## config.mk

```make
export PLATFORM = sky130hd
export DESIGN_NAME = guard_timer
export DESIGN_NICKNAME = d
export VERILOG_FILES = /design/src/rtl/guard_pkg.sv /design/src/rtl/guard_core.sv /design/src/rtl/guard_ctrl.sv /design/src/rtl/guard_timer.sv
export SDC_FILE = /design/constraint.sdc
export NUM_CORES = 1
export LEC_CHECK = 0
export BUFFER_PORTS_ARGS = -buffer_cell sky130_fd_sc_hd__buf_2
export CAP_MARGIN = 30
export CORE_AREA = 2 2 71 73
export DETAILED_ROUTE_END_ITERATION = 8
export DIE_AREA = 0 0 73 75
export GPL_TIMING_DRIVEN = 0
export SLEW_MARGIN = 25
export SYNTH_ARGS = -nofsm -noshare
export SYNTH_HDL_FRONTEND = slang
export SYNTH_SLANG_ARGS = --single-unit
```

## constraint.sdc

```tcl
create_clock -name clk -period 2.3 [get_ports clk]
set_input_delay 0 -clock clk [delete_from_list [all_inputs] [get_ports clk]]
set_output_delay 0 -clock clk [all_outputs]
set_load 0.03 [all_outputs]
```

## src/rtl/guard_pkg.sv

```systemverilog
package guard_pkg;
  // Strobes and settings sent from the register control to the counter datapath
  typedef struct packed {
    logic       clear;    // restart the counter from zero
    logic       run;      // counting allowed
    logic       useSlow;  // advance on the slow tick
    logic [1:0] tapSel;   // period select code
  } coreCmd_t;

  localparam int CTRL_W = 16;
  localparam int BYTE_W = 8;
endpackage

```

## src/rtl/guard_core.sv

```systemverilog
module guard_core
  import guard_pkg::*;
#(
  parameter int CNT_W = 16,
  parameter int TAP0  = 15,
  parameter int TAP1  = 13,
  parameter int TAP2  = 9,
  parameter int TAP3  = 6
) (
  input  logic     clk,
  input  logic     porN,
  input  logic     tickFast,
  input  logic     tickSlow,
  input  coreCmd_t cmd,
  output logic     hit
);
  localparam int NUM_TAPS = 4;
  localparam int TAPS [NUM_TAPS] = '{TAP0, TAP1, TAP2, TAP3};

  logic [CNT_W-1:0] cnt;
  logic [CNT_W-1:0] limitTab [NUM_TAPS];
  logic [CNT_W-1:0] lastVal;
  logic             tick;
  logic             step;

  // The last count value of each period is computed from the tap position
  for (genvar gi = 0; gi < NUM_TAPS; gi++) begin : g_limit
    assign limitTab[gi] = CNT_W'((64'd1 << TAPS[gi]) - 64'd1);
  end

  assign tick    = cmd.useSlow ? tickSlow : tickFast;
  assign step    = tick & cmd.run;
  assign lastVal = limitTab[cmd.tapSel];
  assign hit     = step & ~cmd.clear & (cnt >= lastVal);

  always_ff @(posedge clk or negedge porN) begin
    if (!porN)          cnt <= '0;
    else if (cmd.clear) cnt <= '0;
    else if (hit)       cnt <= '0;
    else if (step)      cnt <= cnt + 1'b1;
  end

  // a clear strobe leaves the counter at zero
  assert_clear_zero_R6: assert property (@(posedge clk) disable iff (!porN)
    cmd.clear |=> (cnt == '0));

  // a stopped counter keeps its value
  assert_hold_still_R7: assert property (@(posedge clk) disable iff (!porN)
    (!cmd.run && !cmd.clear) |=> $stable(cnt));

  // every timeout restarts the period
  assert_restart_R8: assert property (@(posedge clk) disable iff (!porN)
    hit |=> (cnt == '0));
endmodule

```

## src/rtl/guard_ctrl.sv

```systemverilog
module guard_ctrl
  import guard_pkg::*;
#(
  parameter logic [BYTE_W-1:0] KEY = 8'h5A,
  parameter logic [BYTE_W-1:0] TAG = 8'h69
) (
  input  logic              clk,
  input  logic              porN,
  input  logic              busWr,
  input  logic [CTRL_W-1:0] busWdata,
  output logic [CTRL_W-1:0] busRdata,
  input  logic              irqAck,
  input  logic              hit,
  output coreCmd_t          cmd,
  output logic              irqReq,
  output logic              timeoutFlag,
  output logic              softRstReq
);
  localparam int B_HOLD = 0;
  localparam int B_IVL  = 1;
  localparam int B_SLOW = 2;
  localparam int B_CLR  = 3;
  localparam int B_TAP  = 4;
  localparam int B_IEN  = 6;

  logic       hold;
  logic       intervalMode;
  logic       useSlow;
  logic [1:0] tapSel;
  logic       irqEn;
  logic       keyOk;
  logic       goodWr;
  logic       badWr;
  logic       unusedSpare;

  assign keyOk       = (busWdata[CTRL_W-1:BYTE_W] == KEY);
  assign goodWr      = busWr & keyOk;
  assign badWr       = busWr & ~keyOk;
  assign unusedSpare = busWdata[7];

  always_ff @(posedge clk or negedge porN) begin
    if (!porN) begin
      hold         <= 1'b0;
      intervalMode <= 1'b0;
      useSlow      <= 1'b0;
      tapSel       <= 2'b00;
      irqEn        <= 1'b0;
    end else if (goodWr) begin
      hold         <= busWdata[B_HOLD];
      intervalMode <= busWdata[B_IVL];
      useSlow      <= busWdata[B_SLOW];
      tapSel       <= busWdata[B_TAP+1:B_TAP];
      irqEn        <= busWdata[B_IEN];
    end
  end

  always_ff @(posedge clk or negedge porN) begin
    if (!porN) begin
      timeoutFlag <= 1'b0;
      softRstReq  <= 1'b0;
    end else begin
      softRstReq <= (hit & ~intervalMode) | badWr;
      if (hit)                        timeoutFlag <= 1'b1;
      else if (irqAck & intervalMode) timeoutFlag <= 1'b0;
    end
  end

  assign cmd.clear   = goodWr & busWdata[B_CLR];
  assign cmd.run     = ~hold;
  assign cmd.useSlow = useSlow;
  assign cmd.tapSel  = tapSel;

  assign irqReq   = timeoutFlag & irqEn & intervalMode;
  assign busRdata = {TAG, 1'b0, irqEn, tapSel, 1'b0, useSlow, intervalMode, hold};

  // a keyed write lands in the register (clear bit and spare bit read 0)
  assert_key_write_R1: assert property (@(posedge clk) disable iff (!porN)
    goodWr |=> (busRdata[7:0] == ($past(busWdata[7:0]) & 8'h77)));

  // an unkeyed write leaves the register and raises the reset request
  assert_bad_key_R2: assert property (@(posedge clk) disable iff (!porN)
    badWr |=> (softRstReq && $stable(busRdata)));

  // a timeout always sets the flag
  assert_flag_set_R8: assert property (@(posedge clk) disable iff (!porN)
    hit |=> timeoutFlag);

  // interval timeouts never request a reset
  assert_interval_quiet_R9: assert property (@(posedge clk) disable iff (!porN)
    (hit && intervalMode && !badWr) |=> !softRstReq);

  // the flag only falls on an acknowledge in interval mode
  assert_flag_fall_R10: assert property (@(posedge clk) disable iff (!porN)
    $fell(timeoutFlag) |-> ($past(irqAck) && $past(intervalMode)));
endmodule

```

## src/rtl/guard_timer.sv

```systemverilog
module guard_timer
  import guard_pkg::*;
#(
  parameter int                CNT_W = 16,
  parameter logic [BYTE_W-1:0] KEY   = 8'h5A,
  parameter logic [BYTE_W-1:0] TAG   = 8'h69
) (
  input  logic              clk,
  input  logic              porN,
  input  logic              tickFast,
  input  logic              tickSlow,
  input  logic              busWr,
  input  logic [CTRL_W-1:0] busWdata,
  output logic [CTRL_W-1:0] busRdata,
  input  logic              irqAck,
  output logic              irqReq,
  output logic              timeoutFlag,
  output logic              softRstReq
);
  coreCmd_t cmd;
  logic     hit;

  guard_ctrl #(.KEY(KEY), .TAG(TAG)) u_ctrl (
    .clk        (clk),
    .porN       (porN),
    .busWr      (busWr),
    .busWdata   (busWdata),
    .busRdata   (busRdata),
    .irqAck     (irqAck),
    .hit        (hit),
    .cmd        (cmd),
    .irqReq     (irqReq),
    .timeoutFlag(timeoutFlag),
    .softRstReq (softRstReq)
  );

  guard_core #(.CNT_W(CNT_W)) u_core (
    .clk     (clk),
    .porN    (porN),
    .tickFast(tickFast),
    .tickSlow(tickSlow),
    .cmd     (cmd),
    .hit     (hit)
  );
endmodule

```

Yosys cells after proc, flatten, opt, wreduce, memory -nomap -nowiden. Index checks and enable logic that the tools add are counted.

Input bits: 22. Output and inout bits: 19. Bits in registers: 24.

Reduce and logical (&&, ||, !) cells: 2. Order comparisons: 2. Mux-type cells: 9. Equal/unequal tests: 1. Add/sub/neg operators: 1. Bitwise gates (word level): 16.

Operators with widths (count): two-way mux 16 bit (5); binary-select mux 16 bit (select 2 bit) (1); adder 16 x 1 -> 16 bit, second input constant (1); greater-or-equal comparator 16 bit (1); AND 1 bit (10); == test 8 x 7 -> 1 bit, second input constant (1); NOT 1 bit (4); greater-or-equal comparator 3 bit, second input constant (1); two-way mux 1 bit (3); NOT 2 -> 3 bit (1); nonzero test 3 bit (1); nonzero test 2 bit (1); OR 1 bit (1).

Longest topological paths before layout. Gate-level depths: netlist of the first run.

Depth in word-level cells: 8. Mapped depth: 8. Depth with buffers taken out: 7.

By module. A second synthesis of the first run with hierarchy kept.

Cells, all modules: 162. Area, all modules: 1561.5 um^2.

By module, submodules not included: guard_core (times used 1, area an instance 1071.0 um^2, sequential area each 400.4 um^2, cells an instance 117); guard_ctrl (times used 1, area an instance 490.5 um^2, sequential area each 200.2 um^2, cells an instance 45).

Least setup slack after synthesis of the first run. OpenSTA, ideal clock, no wires.

Path kind: register to register. From: register u_ctrl.tapSel[1]. To: register u_core.cnt[3]. Slack: 0.046 ns. Buffers on the path: 1. Data required time: 2.226 ns. Library setup time: 0.074 ns. Arrival: 2.180 ns. Cell stages (with the launch flop): 9. Path through: dfrtp_1 -> or2_2 -> ha_1 -> a21oi_1 -> o22ai_2 -> nor4_2 -> nand3_2 -> buf_6 -> o21ai_2.

Longest elaborated chain between the ends: 8.

Ends and longest elaborated chain: start: declaration (RTL line guard_ctrl.sv:29) `logic [1:0] tapSel;`; start signal: assignment (RTL line guard_ctrl.sv:52) `tapSel <= busWdata[B_TAP+1:B_TAP];`; NOT 2 -> 3 bit (implied by the code) * (RTL line guard_core.sv:33) `assign lastVal = limitTab[cmd.tapSel];`; binary-select mux 16 bit (select 2 bit) * (RTL line guard_core.sv:33); two-way mux 16 bit (implied by the code) * (2 in a row) (RTL line guard_core.sv:33); greater-or-equal comparator 16 bit * (RTL line guard_core.sv:34) `assign hit = step & ~cmd.clear & (cnt >= lastVal);`; AND 1 bit * (RTL line guard_core.sv:34); two-way mux 16 bit (RTL line guard_core.sv:39) `else if (hit) cnt <= '0;`; two-way mux 16 bit (RTL line guard_core.sv:38) `else if (cmd.clear) cnt <= '0;`; end signal: assignment (RTL line guard_core.sv:40) `else if (step) cnt <= cnt + 1'b1;`; end: declaration (RTL line guard_core.sv:20) `logic [CNT_W-1:0] cnt;`.

Mark *: on every way between the ends. The rest lies on a longest branch, timed or not. The select of a mux whose other input is x is not followed. A chain may end at the register's enable or synchronous reset.

Final worst setup path of the first run.
From: register u_ctrl.tapSel[0]. To: register u_core.cnt[15].

The elaborated chain is that of the path after synthesis.

==> results.cfg, run 1 <==
[synth]
async_flop_share = 1.00
synth_area_leaders = dfrtp_1 (37%), buf_4 (6.5%), nand2_1 (6.3%), ha_1 (5.5%), o21ai_2 (5.5%)
ys_warn_count = 0
synth_seq_cells = 24
syn_area_per_cell_um2 = 9.62
yosysSeqAreaShare = 0.374
synthCells = 167
synth_edf_count = 0
synthDistinctLibCells = 40
synth_top_area_frac = 0.374
netlist_area_um2 = 1610
synth_ff_type = dfrtp_1
synth_top_cell_by_area = dfrtp_1

[sta]
period_needed_ns = 2.13
finalHoldViolations = 0
worstMarginPinSlew_ns = 0.549
fin_ws_ns = 0.168
relSlewSlack = 0.634
setup_violations = 0
clock_skew_ns = 0.00579
drv_slew = 0
period_share = 0.927
rsz0062_at_grt = no
fmax_ghz = 0.469

[routing]
wl_um = 3250
wl_per_cell_um = 11.9
vias = 1292
viasPerCell = 4.73
drtAntennaViolNets = 0
first_pass_iters = 4
first_iter_violations = 63
route.detailed.drc = 0

[global_route]
antenna_found_initial = 0
grt_pass1_wl_um = 5590
grt_max_degree = 25
grt_pass1_vias = 1233
grt_usage = 0.131
grt_overflow = 0

[floorplan]
die-height_um = 75
rows = 25
start_util = 0.345
pin_count = 41
die_w_um = 73
dieArea_um2 = 5480
coreArea_um2 = 4660

[status]
status = finished clean

[worst_setup_path]
critical_path_class = reg -> reg
path_cells = or2_2 -> ha_4 -> a21oi_2 -> o22ai_2 -> nor4_4 -> nand3_2 -> buf_4 -> o21ai_0
crit_arrival_ns = 2.33
crit_path_max_fanout = 3
critPathLaunchType = flip-flop
max_stage_delay_ns = 0.41
critical_path.endpoint_type = flip-flop
cp_slowest_cell = dfrtp_2
worst_ep_required_time_ns = 2.50

[place]
place_ws_ns = -0.140
hpwl_um = 2290
gp_congestion = 0.748
port_buffers = 29
placed_area_um2 = 1850

[clock_tree]
root_buffer = clkbuf_8
path_clk_slew_ns = 0.09
clock-sinks = 24
clock_path_buffers = 2
cts_made_buffers = 3
h-tree-depth = 1
cts_tree = built
insertion_delay_ns = 0.27

[pwr]
finalPower_mw = 1.20
leakage_nw = 1.03
ir_drop_mv = 0.257
power-per-cell-area_nw_per_um2 = 576

[final_layout]
nets = 249
synthToLayoutAreaGrowth_pct = 30.0
diodes = 0
finalInstanceArea_um2 = 2090
fin_util = 0.448
drive_above_1_share = 0.379

[flow_run]
drv_cap = 0

[min_path]
min_path_type = in -> reg
==> power by group <==
part / total [mW] / leakage (nW) / internal (mW) / switching, mW
combinational: 0.269 / 0.670 / 0.128 / 0.141
clock: 0.376 / 0.0357 / 0.233 / 0.143
sequential: 0.558 / 0.321 / 0.472 / 0.0852
total: 1.20 / 1.03 / 0.833 / 0.370
==> sequential cells by signal, indices dropped and copies added, names as in the netlist <==
name	cells
u_core.cnt	16
u_ctrl.hold	1
u_ctrl.intervalMode	1
u_ctrl.irqEn	1
u_ctrl.softRstReq	1
u_ctrl.tapSel	2
u_ctrl.timeoutFlag	1
u_ctrl.useSlow	1
==> layer usage <==
metal  track usage  up-vias  share of wire
li1              -      657              -
met1         0.182      605           0.47
met4        0.0494        0          0.017
met3        0.0134        4          0.034
met5             0        -              0
met2         0.210       26           0.48
==> final timing paths <==
path                                        to  depth (start not counted)               start  slack [ns]
max reg2reg                     u_core.cnt[15]                          8    u_ctrl.tapSel[0]        0.17
max in group asynchronous     u_ctrl.tapSel[0]                          2                porN        1.67
max                             u_core.cnt[15]                          8    u_ctrl.tapSel[0]        0.17
min                         u_ctrl.timeoutFlag                          3              irqAck       0.004
min reg2reg                 u_ctrl.timeoutFlag                          1  u_ctrl.timeoutFlag        0.54
min in group asynchronous  u_ctrl.intervalMode                          2                porN        0.24
==> cell usage after synthesis (all sizes together) (4+ instances only) <==
library cell and instances:
and3 4, mux2 6, nor2 9, nand2 27
xnor2 7, ha 7, dfrtp 24, o21ai 14
buf 15, nor3 6, inv 5, nand3 8
xor2 6
==> through the flow <==
step	instances	TNS, ns	hold WS, ns
after floorplan	175	0	-0.296
after global placement	258	-1.17	0.0184
after detailed placement	258	-1.38	0.0164
after CTS	272	0	0.00394
after global routing	273	0	0.00596
final	273	0	0.00389
==> area by class of cell <==
class / count / area [um2]
inverters: 5 / 18.8
repair buffers: 40 / 248
plain buffers: 17 / 124
fillers: 452 / 2570
clock buffers: 3 / 41.3
clock inverters: 1 / 30.0
multi-input cells: 129 / 956
well taps: 54 / 67.6
flip-flops and latches: 24 / 603
==> placed cells by master, fill, tap and decap left out, types with 2 or more instances in the layout <==
cell and count:
a21oi_1 2, and2_1 2, and3_1 4, buf_2 29, buf_4 17, clkbuf_1 2
clkbuf_8 3, conb_1 10, dfrtp_1 22, dfrtp_2 2, dlygate4sd3_1 8, ha_1 5
ha_4 2, inv_1 5, mux2_2 6, nand2_1 27, nand3_1 7, nand4bb_1 2
nor2_1 9, nor3_1 3, nor3_2 2, o21ai_0 4, o21ai_2 10, xnor2_1 7
xor2_1 6
==> critical path: cells and delay by family (launching register included) <==
family          cells  cell delay, ns
simple gates        3            0.82
compound gates      3            0.39
buf+inv             1            0.18
flops               1            0.41
fa+ha+maj           1            0.25
==> what timing repair did <==
| item | CTS | global route |
|---|---|---|
| pin swaps | 2 | 1 |
| setup buffers | 2 | 1 |
| setup endpoints to repair | 15 | 14 |
| hold endpoints to repair | 31 | 0 |
| resized for setup | 3 | 7 |
| hold buffers | 8 | 0 |
==> cell families (layout without fill, tap and decap cells) <==
group,count (synthesis),in the layout,share of synthesized area
adders and majority gates,7,7,0.0545
xor gates and xnor gates,13,13,0.0709
buffers and inverters,22,66,0.0888
other,2,10,0.00467
DFF,24,24,0.374
AOI/OAI and AO/OA,25,25,0.122
muxes,7,7,0.0483
and+or+nand+nor,67,67,0.237
Power figures use the tool's default switching activity.
==> inputs of run 2 (changes only) <==
- ABC_CLOCK_PERIOD_IN_PS: unset -> 2300
- PLACE_DENSITY_LB_ADDON: unset -> 0.2
==> run 2 against run 1 <==
Setup slack got worse by 0.043 ns. Largest cell class unchanged. Routed wire length rose by 3.9%. Power fell by 6.5%. Sequential power barely moved. Critical path type unchanged. Highest routed layer unchanged.
==> results.cfg, run 2 (synthesis gave the netlist of run 1 again) <==
[worst_setup_path]
worst_ep_required_time_ns = 2.46
crit_arrival_ns = 2.34
path_cells = or2_2 -> ha_4 -> a21oi_2 -> o22ai_2 -> nor4_4 -> buf_4 -> nand2_1 -> a22o_1
reg2reg_slack_ns = 0.13
crit_path_max_fanout = 3
critPathLaunchType = flip-flop
ff2ff_path_depth = 8
critical_path_class = reg -> reg
max_stage_delay_ns = 0.41
cp_slowest_cell = dfrtp_2
critical_path.endpoint_type = flip-flop

[pwr]
seqPwrFrac = 0.494
p_sw_frac = 0.326
power_frac_clock = 0.262
p_sw_mw = 0.367
finalPower_mw = 1.13
cell_internal_pwr_mw = 0.759
leakage_nw = 1.02
ir_drop_mv = 0.298
power-per-cell-area_nw_per_um2 = 536
p_comb_frac = 0.244

[final_layout]
largest_reg_flops = 16
register_area_um2 = 602
drive_above_1_share = 0.373
nFillCells = 446
multi_input_area_um2 = 952
diodes = 0
nets = 250
layout_common_cells = buf_2 (29), nand2_1 (27), dfrtp_1 (23)
reg_top3 = u_core.cnt: 16 flops, u_ctrl.tapSel: 2 flops
fin_util = 0.451
regMostFlops = u_core.cnt
synthToLayoutAreaGrowth_pct = 30.8
final_common_cell = buf_2

[min_path]
min_path_type = in -> reg
min_path_cells = 3

[routing]
routed-wl-met3_um = 113
viasPerCell = 4.71
first_iter_violations = 41
wl_per_cell_um = 12.3
wl_um = 3380
wl_met1_um = 1590
route.detailed.drc = 0
wl_met2_um = 1640
vias = 1291
drtAntennaViolNets = 0
topRoutingLayerUsed = met4
first_pass_iters = 5

[clock_tree]
cts_made_buffers = 3
cts_tree = built
root_buffer = clkbuf_8
clock-sinks = 24
clock_path_buffers = 2
insertion_delay_ns = 0.27
h-tree-depth = 1
path_clk_slew_ns = 0.09

[sta]
rsz0062_at_grt = no
relSlewSlack = 0.629
fmax_ghz = 0.460
setup_violations = 0
tns_ns = 0
period_needed_ns = 2.17
period_share = 0.945
worstMarginPinSlew_ns = 0.557
drv_slew = 0
clock_skew_ns = 0.00614
finalHoldViolations = 0
holdWs_ns = 0.0234

[global_route]
grt_pass1_wl_um = 5710
antenna_found_initial = 0
grt_overflow = 0
grt_pass1_vias = 1238
grt_usage = 0.132
grt_max_degree = 25

[flow_run]
drv_cap = 0

[floorplan]
coreArea_um2 = 4660
pin_count = 41
start_util = 0.345
rows = 25
dieArea_um2 = 5480
die_w_um = 73
die-height_um = 75

[place]
hpwl_um = 2430
gp_congestion = 0.753
port_buffers = 29

[status]
status = finished clean
run 2: final timing paths:
check	from	endpoint
max	u_ctrl.tapSel[1]	u_ctrl.timeoutFlag
min	irqAck	u_ctrl.timeoutFlag
max reg2reg	u_ctrl.tapSel[1]	u_ctrl.timeoutFlag
min reg2reg	u_ctrl.irqEn	u_ctrl.irqEn
max in group asynchronous	porN	u_ctrl.tapSel[1]
min in group asynchronous	porN	u_ctrl.irqEn
run 2: metal layers:
layer | track usage | up-vias
li1 | - | 661
met1 | 0.178 | 600
met2 | 0.220 | 28
met3 | 0.0241 | 2
met4 | 0.0309 | 0
met5 | 0 | -
run 2: timing repair:
action                                  CTS  global route
pin swaps                                 2             2
buffers inserted                          3             0
hold buffers                              8             0
endpoints found under the setup margin   15            11
endpoints found under the hold margin    31             0
gates cloned                              0             1
gates resized for setup                   3             7
run 2: power by group through the flow:
stage / logic [mW] / registers, mW / clock network (mW)
after floorplan: 0.189 / 0.554 / 0
after global placement: 0.241 / 0.568 / 0
after detailed placement: 0.244 / 0.568 / 0
after CTS: 0.262 / 0.556 / 0.305
after global routing: 0.305 / 0.569 / 0.324
final: 0.275 / 0.556 / 0.294
run 2: per-stage QoR:
stage | setup WS (ns) | cells | instance area, um2
finish | 0.125 | 274 | 2100
floorplan | 0.0459 | 175 | 1640
global route | 0.0337 | 274 | 2100
detailed placement | -0.142 | 258 | 1850
CTS | 0.0717 | 273 | 2020
global placement | -0.142 | 258 | 1850
run 2: critical path, delay by kind of cell (launching register included):
family,cells,cell delay (ns)
compound gates,3,0.49
simple gates,3,0.74
flops,1,0.41
fa+ha+maj,1,0.25
buf+inv,1,0.18
run 2: layout make-up:
cell class / count / area share
sequential: 24 / 0.286
timing repair buffer: 41 / 0.130
clock buffer: 4 / 0.0262
tap: 54 / 0.0322
inverter: 5 / 0.00893
multi-input combinational: 129 / 0.453
buffer: 17 / 0.0631
